<file path="src/rtl/spi_master_mm_pkg.sv">
package spi_master_mm_pkg;

    typedef enum logic [1:0] {
        SH_IDLE  = 2'd0,
        SH_LEAD  = 2'd1,
        SH_TRAIL = 2'd2
    } sh_state_e;

    // Field order is software visible: bit 9 down to bit 0.
    typedef struct packed {
        logic lsb_first;
        logic xfer_hold;
        logic manual_sel;
        logic rx_flush;
        logic tx_flush;
        logic cpha;
        logic cpol;
        logic master;
        logic pin_en;
        logic loopback;
    } ctrl_t;

    localparam logic [7:0] OFS_SRST  = 8'h40;
    localparam logic [7:0] OFS_CTRL  = 8'h60;
    localparam logic [7:0] OFS_STAT  = 8'h64;
    localparam logic [7:0] OFS_TXD   = 8'h68;
    localparam logic [7:0] OFS_RXD   = 8'h6C;
    localparam logic [7:0] OFS_SSEL  = 8'h70;
    localparam logic [7:0] OFS_TXOCC = 8'h74;
    localparam logic [7:0] OFS_RXOCC = 8'h78;

    localparam logic [31:0] SRST_KEY = 32'h0000_000A;
    localparam logic [9:0]  CTRL_RST = 10'h100;

endpackage

</file>
<file path="src/rtl/spi_mm_fifo.sv">
module spi_mm_fifo #(
    parameter int W     = 8,
    parameter int DEPTH = 4,
    localparam int AW   = (DEPTH > 1) ? $clog2(DEPTH) : 1,
    localparam int CW   = $clog2(DEPTH + 1)
) (
    input  logic          clk,
    input  logic          rst_n,
    input  logic          clr,
    input  logic          push,
    input  logic [W-1:0]  din,
    input  logic          pop,
    output logic [W-1:0]  dout,
    output logic [CW-1:0] count,
    output logic          empty,
    output logic          full
);

    logic [W-1:0]  mem [DEPTH];
    logic [AW-1:0] wr_ptr, rd_ptr;
    logic [CW-1:0] cnt_q;
    logic          do_push, do_pop;

    assign empty   = (cnt_q == '0);
    assign full    = (cnt_q == CW'(DEPTH));
    assign do_push = push && !full;
    assign do_pop  = pop && !empty;
    assign dout    = mem[rd_ptr];
    assign count   = cnt_q;

    function automatic logic [AW-1:0] bump(input logic [AW-1:0] p);
        return (p == AW'(DEPTH - 1)) ? '0 : p + AW'(1);
    endfunction

    always_ff @(posedge clk) begin
        if (do_push) mem[wr_ptr] <= din;
    end

    always_ff @(posedge clk or negedge rst_n) begin
        if (!rst_n) begin
            wr_ptr <= '0;
            rd_ptr <= '0;
            cnt_q  <= '0;
        end else if (clr) begin
            wr_ptr <= '0;
            rd_ptr <= '0;
            cnt_q  <= '0;
        end else begin
            if (do_push) wr_ptr <= bump(wr_ptr);
            if (do_pop)  rd_ptr <= bump(rd_ptr);
            unique case ({do_push, do_pop})
                2'b10:   cnt_q <= cnt_q + CW'(1);
                2'b01:   cnt_q <= cnt_q - CW'(1);
                default: cnt_q <= cnt_q;
            endcase
        end
    end

endmodule

</file>
<file path="src/rtl/spi_mm_shifter.sv">
module spi_mm_shifter
    import spi_master_mm_pkg::*;
#(
    parameter int W       = 8,
    parameter int CLK_DIV = 4,
    localparam int HALF   = CLK_DIV / 2,
    localparam int DW     = (HALF > 1) ? $clog2(HALF) : 1,
    localparam int BW     = $clog2(W)
) (
    input  logic         clk,
    input  logic         rst_n,
    input  logic         clr,
    input  logic         go_ok,
    input  logic         tx_valid,
    input  logic [W-1:0] tx_word,
    input  logic         rx_ready,
    input  logic         cpol,
    input  logic         cpha,
    input  logic         lsb_first,
    input  logic         loopback,
    input  logic         miso,
    output logic         tx_pop,
    output logic         rx_push,
    output logic [W-1:0] rx_word,
    output logic         sclk,
    output logic         mosi,
    output logic         busy
);

    sh_state_e     state_q, state_d;
    logic [DW-1:0] div_q;
    logic [BW-1:0] bit_q;
    logic [W-1:0]  sh_q, rx_q;
    logic          mosi_q;

    logic          go, half_done, last_bit, din;
    logic [W-1:0]  load_word, rx_shift;

    function automatic logic [W-1:0] orient(input logic [W-1:0] v, input logic rev);
        logic [W-1:0] r;
        for (int i = 0; i < W; i++) r[i] = v[W-1-i];
        return rev ? r : v;
    endfunction

    assign go        = go_ok && tx_valid && rx_ready;
    assign half_done = (div_q == DW'(HALF - 1));
    assign last_bit  = (bit_q == BW'(W - 1));
    assign din       = loopback ? mosi_q : miso;
    assign rx_shift  = {rx_q[W-2:0], din};
    assign load_word = orient(tx_word, lsb_first);

    // state register
    always_ff @(posedge clk or negedge rst_n) begin
        if (!rst_n)   state_q <= SH_IDLE;
        else if (clr) state_q <= SH_IDLE;
        else          state_q <= state_d;
    end

    // transitions: launch, lead_edge, next_bit, word_done
    always_comb begin
        state_d = state_q;
        unique case (state_q)
            SH_IDLE:  if (go) state_d = SH_LEAD;
            SH_LEAD:  if (half_done) state_d = SH_TRAIL;
            SH_TRAIL: if (half_done) state_d = last_bit ? SH_IDLE : SH_LEAD;
            default:  state_d = SH_IDLE;
        endcase
    end

    // datapath: divider, bit counter, shift registers
    always_ff @(posedge clk or negedge rst_n) begin
        if (!rst_n) begin
            div_q  <= '0;
            bit_q  <= '0;
            sh_q   <= '0;
            rx_q   <= '0;
            mosi_q <= 1'b0;
        end else if (clr) begin
            div_q  <= '0;
            bit_q  <= '0;
            sh_q   <= '0;
            rx_q   <= '0;
            mosi_q <= 1'b0;
        end else begin
            unique case (state_q)
                SH_IDLE: begin
                    if (go) begin
                        div_q <= '0;
                        bit_q <= '0;
                        rx_q  <= '0;
                        if (cpha) begin
                            sh_q   <= load_word;
                            mosi_q <= 1'b0;
                        end else begin
                            sh_q   <= {load_word[W-2:0], 1'b0};
                            mosi_q <= load_word[W-1];
                        end
                    end
                end
                SH_LEAD: begin
                    if (half_done) begin
                        div_q <= '0;
                        if (cpha) begin
                            mosi_q <= sh_q[W-1];
                            sh_q   <= {sh_q[W-2:0], 1'b0};
                        end else begin
                            rx_q <= rx_shift;
                        end
                    end else begin
                        div_q <= div_q + DW'(1);
                    end
                end
                SH_TRAIL: begin
                    if (half_done) begin
                        div_q <= '0;
                        if (cpha) begin
                            rx_q <= rx_shift;
                        end else if (!last_bit) begin
                            mosi_q <= sh_q[W-1];
                            sh_q   <= {sh_q[W-2:0], 1'b0};
                        end
                        if (!last_bit) bit_q <= bit_q + BW'(1);
                    end else begin
                        div_q <= div_q + DW'(1);
                    end
                end
                default: ;
            endcase
        end
    end

    // outputs
    always_comb begin
        sclk    = (state_q == SH_TRAIL) ? ~cpol : cpol;
        mosi    = mosi_q;
        busy    = (state_q != SH_IDLE);
        tx_pop  = (state_q == SH_IDLE) && go;
        rx_push = (state_q == SH_TRAIL) && half_done && last_bit;
        rx_word = orient(cpha ? rx_shift : rx_q, lsb_first);
    end

endmodule

</file>
<file path="src/rtl/spi_master_mm.sv">
module spi_master_mm
    import spi_master_mm_pkg::*;
#(
    parameter int   WORD_W     = 8,
    parameter int   NUM_SS     = 4,
    parameter int   FIFO_DEPTH = 4,
    parameter int   CLK_DIV    = 4,
    parameter logic LSB_OK     = 1'b1,
    localparam int  CW         = $clog2(FIFO_DEPTH + 1)
) (
    input  logic              clk,
    input  logic              rst_n,
    input  logic              reg_wr,
    input  logic              reg_rd,
    input  logic [7:0]        reg_addr,
    input  logic [31:0]       reg_wdata,
    output logic [31:0]       reg_rdata,
    output logic              sclk_o,
    output logic              sclk_oe,
    output logic              mosi_o,
    output logic              mosi_oe,
    input  logic              miso_i,
    output logic [NUM_SS-1:0] ss_n_o,
    output logic              ss_oe
);

    ctrl_t             ctrl_q;
    logic [NUM_SS-1:0] ss_q;
    logic              err_slave_q, err_msb_q;

    logic soft_hit, ctrl_wr, ss_wr, tx_flush, rx_flush;
    logic tx_push, rx_pop, go_ok, eng_busy;
    logic tx_pop, rx_push, tx_empty, tx_full, rx_empty, rx_full;
    logic [WORD_W-1:0] tx_head, rx_head, rx_word;
    logic [CW-1:0]     tx_cnt, rx_cnt;
    logic              eng_sclk, eng_mosi;

    assign soft_hit = reg_wr && (reg_addr == OFS_SRST) && (reg_wdata == SRST_KEY);
    assign ctrl_wr  = reg_wr && (reg_addr == OFS_CTRL);
    assign ss_wr    = reg_wr && (reg_addr == OFS_SSEL);
    assign tx_flush = ctrl_wr && reg_wdata[5];
    assign rx_flush = ctrl_wr && reg_wdata[6];
    assign tx_push  = reg_wr && (reg_addr == OFS_TXD);
    assign rx_pop   = reg_rd && (reg_addr == OFS_RXD);
    assign go_ok    = ctrl_q.pin_en && ctrl_q.master && !ctrl_q.xfer_hold;

    always_ff @(posedge clk or negedge rst_n) begin
        if (!rst_n) begin
            ctrl_q      <= ctrl_t'(CTRL_RST);
            ss_q        <= '1;
            err_slave_q <= 1'b0;
            err_msb_q   <= 1'b0;
        end else if (soft_hit) begin
            ctrl_q      <= ctrl_t'(CTRL_RST);
            ss_q        <= '1;
            err_slave_q <= 1'b0;
            err_msb_q   <= 1'b0;
        end else begin
            if (ctrl_wr) begin
                ctrl_q          <= ctrl_t'(reg_wdata[9:0]);
                ctrl_q.tx_flush <= 1'b0;
                ctrl_q.rx_flush <= 1'b0;
                err_slave_q     <= !reg_wdata[2];
                err_msb_q       <= reg_wdata[9] && !LSB_OK;
            end
            if (ss_wr) ss_q <= reg_wdata[NUM_SS-1:0];
        end
    end

    spi_mm_fifo #(.W(WORD_W), .DEPTH(FIFO_DEPTH)) tx_fifo_i (
        .clk(clk), .rst_n(rst_n), .clr(soft_hit || tx_flush),
        .push(tx_push), .din(reg_wdata[WORD_W-1:0]), .pop(tx_pop),
        .dout(tx_head), .count(tx_cnt), .empty(tx_empty), .full(tx_full)
    );

    spi_mm_fifo #(.W(WORD_W), .DEPTH(FIFO_DEPTH)) rx_fifo_i (
        .clk(clk), .rst_n(rst_n), .clr(soft_hit || rx_flush),
        .push(rx_push), .din(rx_word), .pop(rx_pop),
        .dout(rx_head), .count(rx_cnt), .empty(rx_empty), .full(rx_full)
    );

    spi_mm_shifter #(.W(WORD_W), .CLK_DIV(CLK_DIV)) shifter_i (
        .clk(clk), .rst_n(rst_n), .clr(soft_hit),
        .go_ok(go_ok), .tx_valid(!tx_empty), .tx_word(tx_head),
        .rx_ready(!rx_full), .cpol(ctrl_q.cpol), .cpha(ctrl_q.cpha),
        .lsb_first(ctrl_q.lsb_first && LSB_OK), .loopback(ctrl_q.loopback),
        .miso(miso_i), .tx_pop(tx_pop), .rx_push(rx_push), .rx_word(rx_word),
        .sclk(eng_sclk), .mosi(eng_mosi), .busy(eng_busy)
    );

    always_comb begin
        sclk_o  = eng_sclk;
        mosi_o  = eng_mosi;
        sclk_oe = ctrl_q.pin_en;
        mosi_oe = ctrl_q.pin_en;
        ss_oe   = ctrl_q.pin_en;
        ss_n_o  = (ctrl_q.manual_sel || eng_busy) ? ss_q : '1;
    end

    always_comb begin
        reg_rdata = '0;
        case (reg_addr)
            OFS_CTRL:  reg_rdata = {22'd0, ctrl_q};
            OFS_STAT:  reg_rdata = {23'd0, err_msb_q, err_slave_q, 3'd0,
                                    tx_full, tx_empty, rx_full, rx_empty};
            OFS_RXD:   reg_rdata = rx_empty ? '0 : 32'(rx_head);
            OFS_SSEL:  reg_rdata = 32'(ss_q);
            OFS_TXOCC: reg_rdata = 32'(tx_cnt);
            OFS_RXOCC: reg_rdata = 32'(rx_cnt);
            default:   reg_rdata = '0;
        endcase
    end

endmodule

</file>
<file path="config.mk">
export PLATFORM = sky130hd
export DESIGN_NAME = spi_master_mm
export DESIGN_NICKNAME = d
export VERILOG_FILES = /design/src/rtl/spi_master_mm_pkg.sv /design/src/rtl/spi_mm_fifo.sv /design/src/rtl/spi_mm_shifter.sv /design/src/rtl/spi_master_mm.sv
export SDC_FILE = /design/constraint.sdc
export NUM_CORES = 1
export LEC_CHECK = 0
export BUFFER_PORTS_ARGS = -buffer_cell sky130_fd_sc_hd__buf_2
export CORE_MARGIN = 8
export CORE_UTILIZATION = 30
export DETAILED_ROUTE_END_ITERATION = 6
export SYNTH_ARGS = -nofsm -noshare
export SYNTH_HDL_FRONTEND = slang
export SYNTH_HIERARCHICAL = 1
export SYNTH_SLANG_ARGS = --single-unit
</file>
<file path="constraint.sdc">
create_clock -name clk -period 6.6 [get_ports clk]
set_clock_uncertainty 0.2 [all_clocks]
set_input_delay 1.98 -clock clk [delete_from_list [all_inputs] [get_ports clk]]
set_output_delay 1.98 -clock clk [all_outputs]
set_load 0.01 [all_outputs]
</file>
==> qor.tcl <==
set qor(die_width_um) 164
set qor(rsz0062_at_grt) {no}
set qor(timing_hold_violations_final) 0
set qor(critical_path_launch_point_type) {input pin}
set qor(synth-edff-count) 64
set qor(peakVddDrop_mv) 0.227
set qor(cp_endpoint) {reg_rdata[0]}
set qor(outcome) {finished, final reports clean}
set qor(fin_area_mm2) 0.00761
set qor(die_area_mm2) 0.0269
set qor(netlist-cell-type-count) 74
set qor(worst-r2r-cell-count) 10
set qor(final.setup.worst_slack_ns) 0.744
set qor(reg2reg_slack_ns) 3.27
set qor(cts-root-buf) {sky130_fd_sc_hd__clkbuf_16}
set qor(yosys-top-cells-count) {64 x sky130_fd_sc_hd__edfxtp_1, 45 x sky130_fd_sc_hd__dfrtp_1, 42 x sky130_fd_sc_hd__nor2_1}
set qor(grt_use_total_pct) 11.5
set qor(post_layout_nonfiller_instances) 880
set qor(power_density_mw_per_mm2) 316
set qor(grt_start_max_net_pins) 51
set qor(net_count_final) 651
set qor(final.min_clock_period_ns) 5.86
set qor(critical_path_arrival_ns) 3.68
set qor(clk-insertion-delay-late_ns) 0.40
set qor(cts_buffer_depth) 2
set qor(p_sw_mw) 0.691
set qor(synthesis.area_mm2) 0.00656
set qor(synth.yosys.warnings) 6
set qor(power.static_leakage_nw) 3.12
set qor(placement.setup.worst_slack_ns) 0.717
set qor(placedCellCount) 848
set qor(synth.most_common_cell) {sky130_fd_sc_hd__edfxtp_1}
set qor(wire_per_inst_um) 17.1
set qor(routed_wirelength_um) 15000
set qor(io_buffers) 63
set qor(antenna_found_initial) 0
set qor(cts_made_buffers) 17
set qor(place_area_mm2) 0.00698
set qor(predominant_post_synthesis_flop_cell) {sky130_fd_sc_hd__edfxtp_1}
set qor(clock_sink_count) 114
set qor(synth_to_layout_area_growth_pct) 15.9
set qor(last_weighted_congestion_value_of_the_routability_driven_placer) 0.765
set qor(core_mm2) 0.0216
set qor(vias_per_cell) 4.87
set qor(async_flop_share_pct) 43.9
set qor(globalRoute.totalOverflow) 0
set qor(cts_htree_levels) 4
set qor(synth_area_leaders) {sky130_fd_sc_hd__edfxtp_1 29%, sky130_fd_sc_hd__dfrtp_1 17%, sky130_fd_sc_hd__mux4_2 6.9%, sky130_fd_sc_hd__mux2i_1 4.7%, sky130_fd_sc_hd__mux2_2 4.5%}
set qor(postSynthCellCount) 532
set qor(cts_repair_resize_count) 0
set qor(setup_tns_ns) 0
set qor(worst_hold_path.num_cells) 1
set qor(floorplan.rows) 54
set qor(synth_sequential_area_ratio_pct) 48.4
set qor(maxCapViolations) 0
set qor(drt_iter0_drc) 212
set qor(floorplan.io_pins) 86
set qor(tcrit_tclk_final_pct) 88.7
set qor(critical_path.endpoint_type) {output pin}
set qor(hold_bufs_inserted_after_cts) 0
set qor(timing.max_slew.rel_slack_pct) 44.2
set qor(grt_pass1_wl_um) 24000
set qor(antenna_cells) 0
set qor(p_seq_share_pct) 36.3
set qor(via_count) 4285
set qor(clock_tree_from_tritoncts) {done}
set qor(netSwitchingFraction_pct) 28.7
set qor(crit_path_start) {reg_addr[2]}
set qor(internal-power_mw) 1.71
set qor(peak_freq_ghz) 0.171
set qor(die_y_um) 164
set qor(criticalPathCategory) {input pin to output pin}
set qor(ys_seq_elements) 114
set qor(r2r-end) {tx_fifo_i/count[1]$_DFFE_PN0P_}
set qor(worst-slew-pin-transition_ns) 0.834
set qor(min_path_type) {flop to flop}
set qor(crit_path_max_fanout) 14
set qor(drc) 0
set qor(first_global_vias) 4461
set qor(final_antenna_net_count) 0
set qor(rr_startpoint) {tx_fifo_i/count[0]$_DFFE_PN0P_}
set qor(whs_ns) 0.302
set qor(post-synth-top-area-cell) {sky130_fd_sc_hd__edfxtp_1}
set qor(initial_core_utilization_pct) 30.4
set qor(cp.required_ns) 4.42
set qor(syn_avg_cell_area_um2) 12.3
set qor(synth_top_area_share_pct) 29.3
set qor(layout.core_utilization_pct) 35.2
set qor(finalPower_mw) 2.40
set qor(drtPass1Iterations) 6
set qor(total_of_fill_cells_in_the_finished_design) 2163
set qor(drv_slew) 0
set qor(drive_gt1_share_pct) 29.0
set qor(clkPwrFrac_pct) 40.2
set qor(hpwlAfterDp_um) 11100
set qor(final-setup-viol-count) 0
set qor(post-cts-setup-buffers) 0
set qor(clk_pin_slew_worst_paths_ns) 0.05
set qor(comb_power_share_pct) 23.5
## cell usage in the layout, fill, tap and decap left out, types with 4 or more instances in the layout
cell type,count
sky130_fd_sc_hd__edfxtp_1,64
sky130_fd_sc_hd__buf_2,63
sky130_fd_sc_hd__dfrtp_1,45
sky130_fd_sc_hd__nor2_1,42
sky130_fd_sc_hd__mux2i_1,31
sky130_fd_sc_hd__mux2_2,26
sky130_fd_sc_hd__nand2_1,24
sky130_fd_sc_hd__conb_1,22
sky130_fd_sc_hd__mux4_2,20
sky130_fd_sc_hd__clkbuf_16,17
sky130_fd_sc_hd__ha_1,17
sky130_fd_sc_hd__inv_1,16
sky130_fd_sc_hd__a21oi_1,16
sky130_fd_sc_hd__o21ai_0,13
sky130_fd_sc_hd__nor3_1,12
sky130_fd_sc_hd__and2_1,12
sky130_fd_sc_hd__nor2b_1,9
sky130_fd_sc_hd__a22oi_1,8
sky130_fd_sc_hd__nor4_1,8
sky130_fd_sc_hd__buf_4,8
sky130_fd_sc_hd__nand3_1,7
sky130_fd_sc_hd__a211o_1,7
sky130_fd_sc_hd__o22ai_1,7
sky130_fd_sc_hd__xnor2_1,6
sky130_fd_sc_hd__or2_2,5
sky130_fd_sc_hd__dfstp_2,5
sky130_fd_sc_hd__nand2b_1,5
sky130_fd_sc_hd__a21o_1,4
sky130_fd_sc_hd__clkinv_1,4
sky130_fd_sc_hd__bufinv_16,4
sky130_fd_sc_hd__o221ai_1,4
## registers in the layout, indices dropped and copies added (netlist names), 3 cells and up
register         cells
ss_q                 4
rx_fifo_i/mem       32
tx_fifo_i/count      3
rx_fifo_i/count      3
shifter_i/bit_q      3
tx_fifo_i/mem       32
shifter_i/rx_q       8
shifter_i/sh_q       8
ctrl_q               7
## routing by layer
metal  track usage [%]  wire length (um)  up-vias
met2              19.3              7410      102
met1              14.4              6690     2120
met4              4.13               131        0
met3              2.46               798       10
met5                 0                 0        -
li1                  -                 -     2053
## area by class of cell
type,instances,area (um2),area share (%)
well taps,280,350,4.61
flip-flops and latches,114,3180,41.8
clock buffers,21,470,6.19
inverters,18,70.1,0.921
repair buffers,71,375,4.94
multi-input cells,365,3000,39.5
clock inverters,11,158,2.07
## power groups by stage
stage,sequential (mW),combinational [mW],clock (mW)
after global placement,0.885,0.559,0
after detailed placement,0.887,0.566,0
after global routing,0.884,0.622,1.02
after CTS,0.874,0.568,0.986
after floorplan,0.858,0.466,0
final,0.874,0.565,0.966
## worst min path at each step
stage / startpoint / endpoint / slack, ns
5_1_grt: shifter_i/rx_q[7]$_DFFE_PN0P_ / shifter_i/rx_q[7]$_DFFE_PN0P_ / 0.32
2_1_floorplan: shifter_i/rx_q[7]$_DFFE_PN0P_ / shifter_i/rx_q[7]$_DFFE_PN0P_ / 0.28
3_3_place_gp: shifter_i/sh_q[0]$_DFFE_PN0P_ / shifter_i/sh_q[0]$_DFFE_PN0P_ / 0.29
4_1_cts: shifter_i/sh_q[7]$_DFFE_PN0P_ / shifter_i/sh_q[7]$_DFFE_PN0P_ / 0.31
6_report: shifter_i/rx_q[7]$_DFFE_PN0P_ / shifter_i/rx_q[7]$_DFFE_PN0P_ / 0.30
3_5_place_dp: shifter_i/sh_q[7]$_DFFE_PN0P_ / shifter_i/sh_q[7]$_DFFE_PN0P_ / 0.29
## critical path, cell delays in order
cell	delay (ns)
sky130_fd_sc_hd__buf_2	0.25
sky130_fd_sc_hd__or3b_2	0.52
sky130_fd_sc_hd__nor4b_4	0.54
sky130_fd_sc_hd__nand2_1	0.14
sky130_fd_sc_hd__nand3_1	0.11
sky130_fd_sc_hd__buf_2	0.13
## cells by family after synthesis
group                      after synthesis  synth area share [%]
buffers and inverters                   74                  7.00
other                                    1                0.0571
adders and majority gates               19                  3.85
muxes                                   77                  16.1
xor gates and xnor gates                 7                 0.934
AOI/OAI and AO/OA                       89                  10.8
and+or+nand+nor                        151                  12.9
DFF                                    114                  48.4
Power figures use the tool's default switching activity.
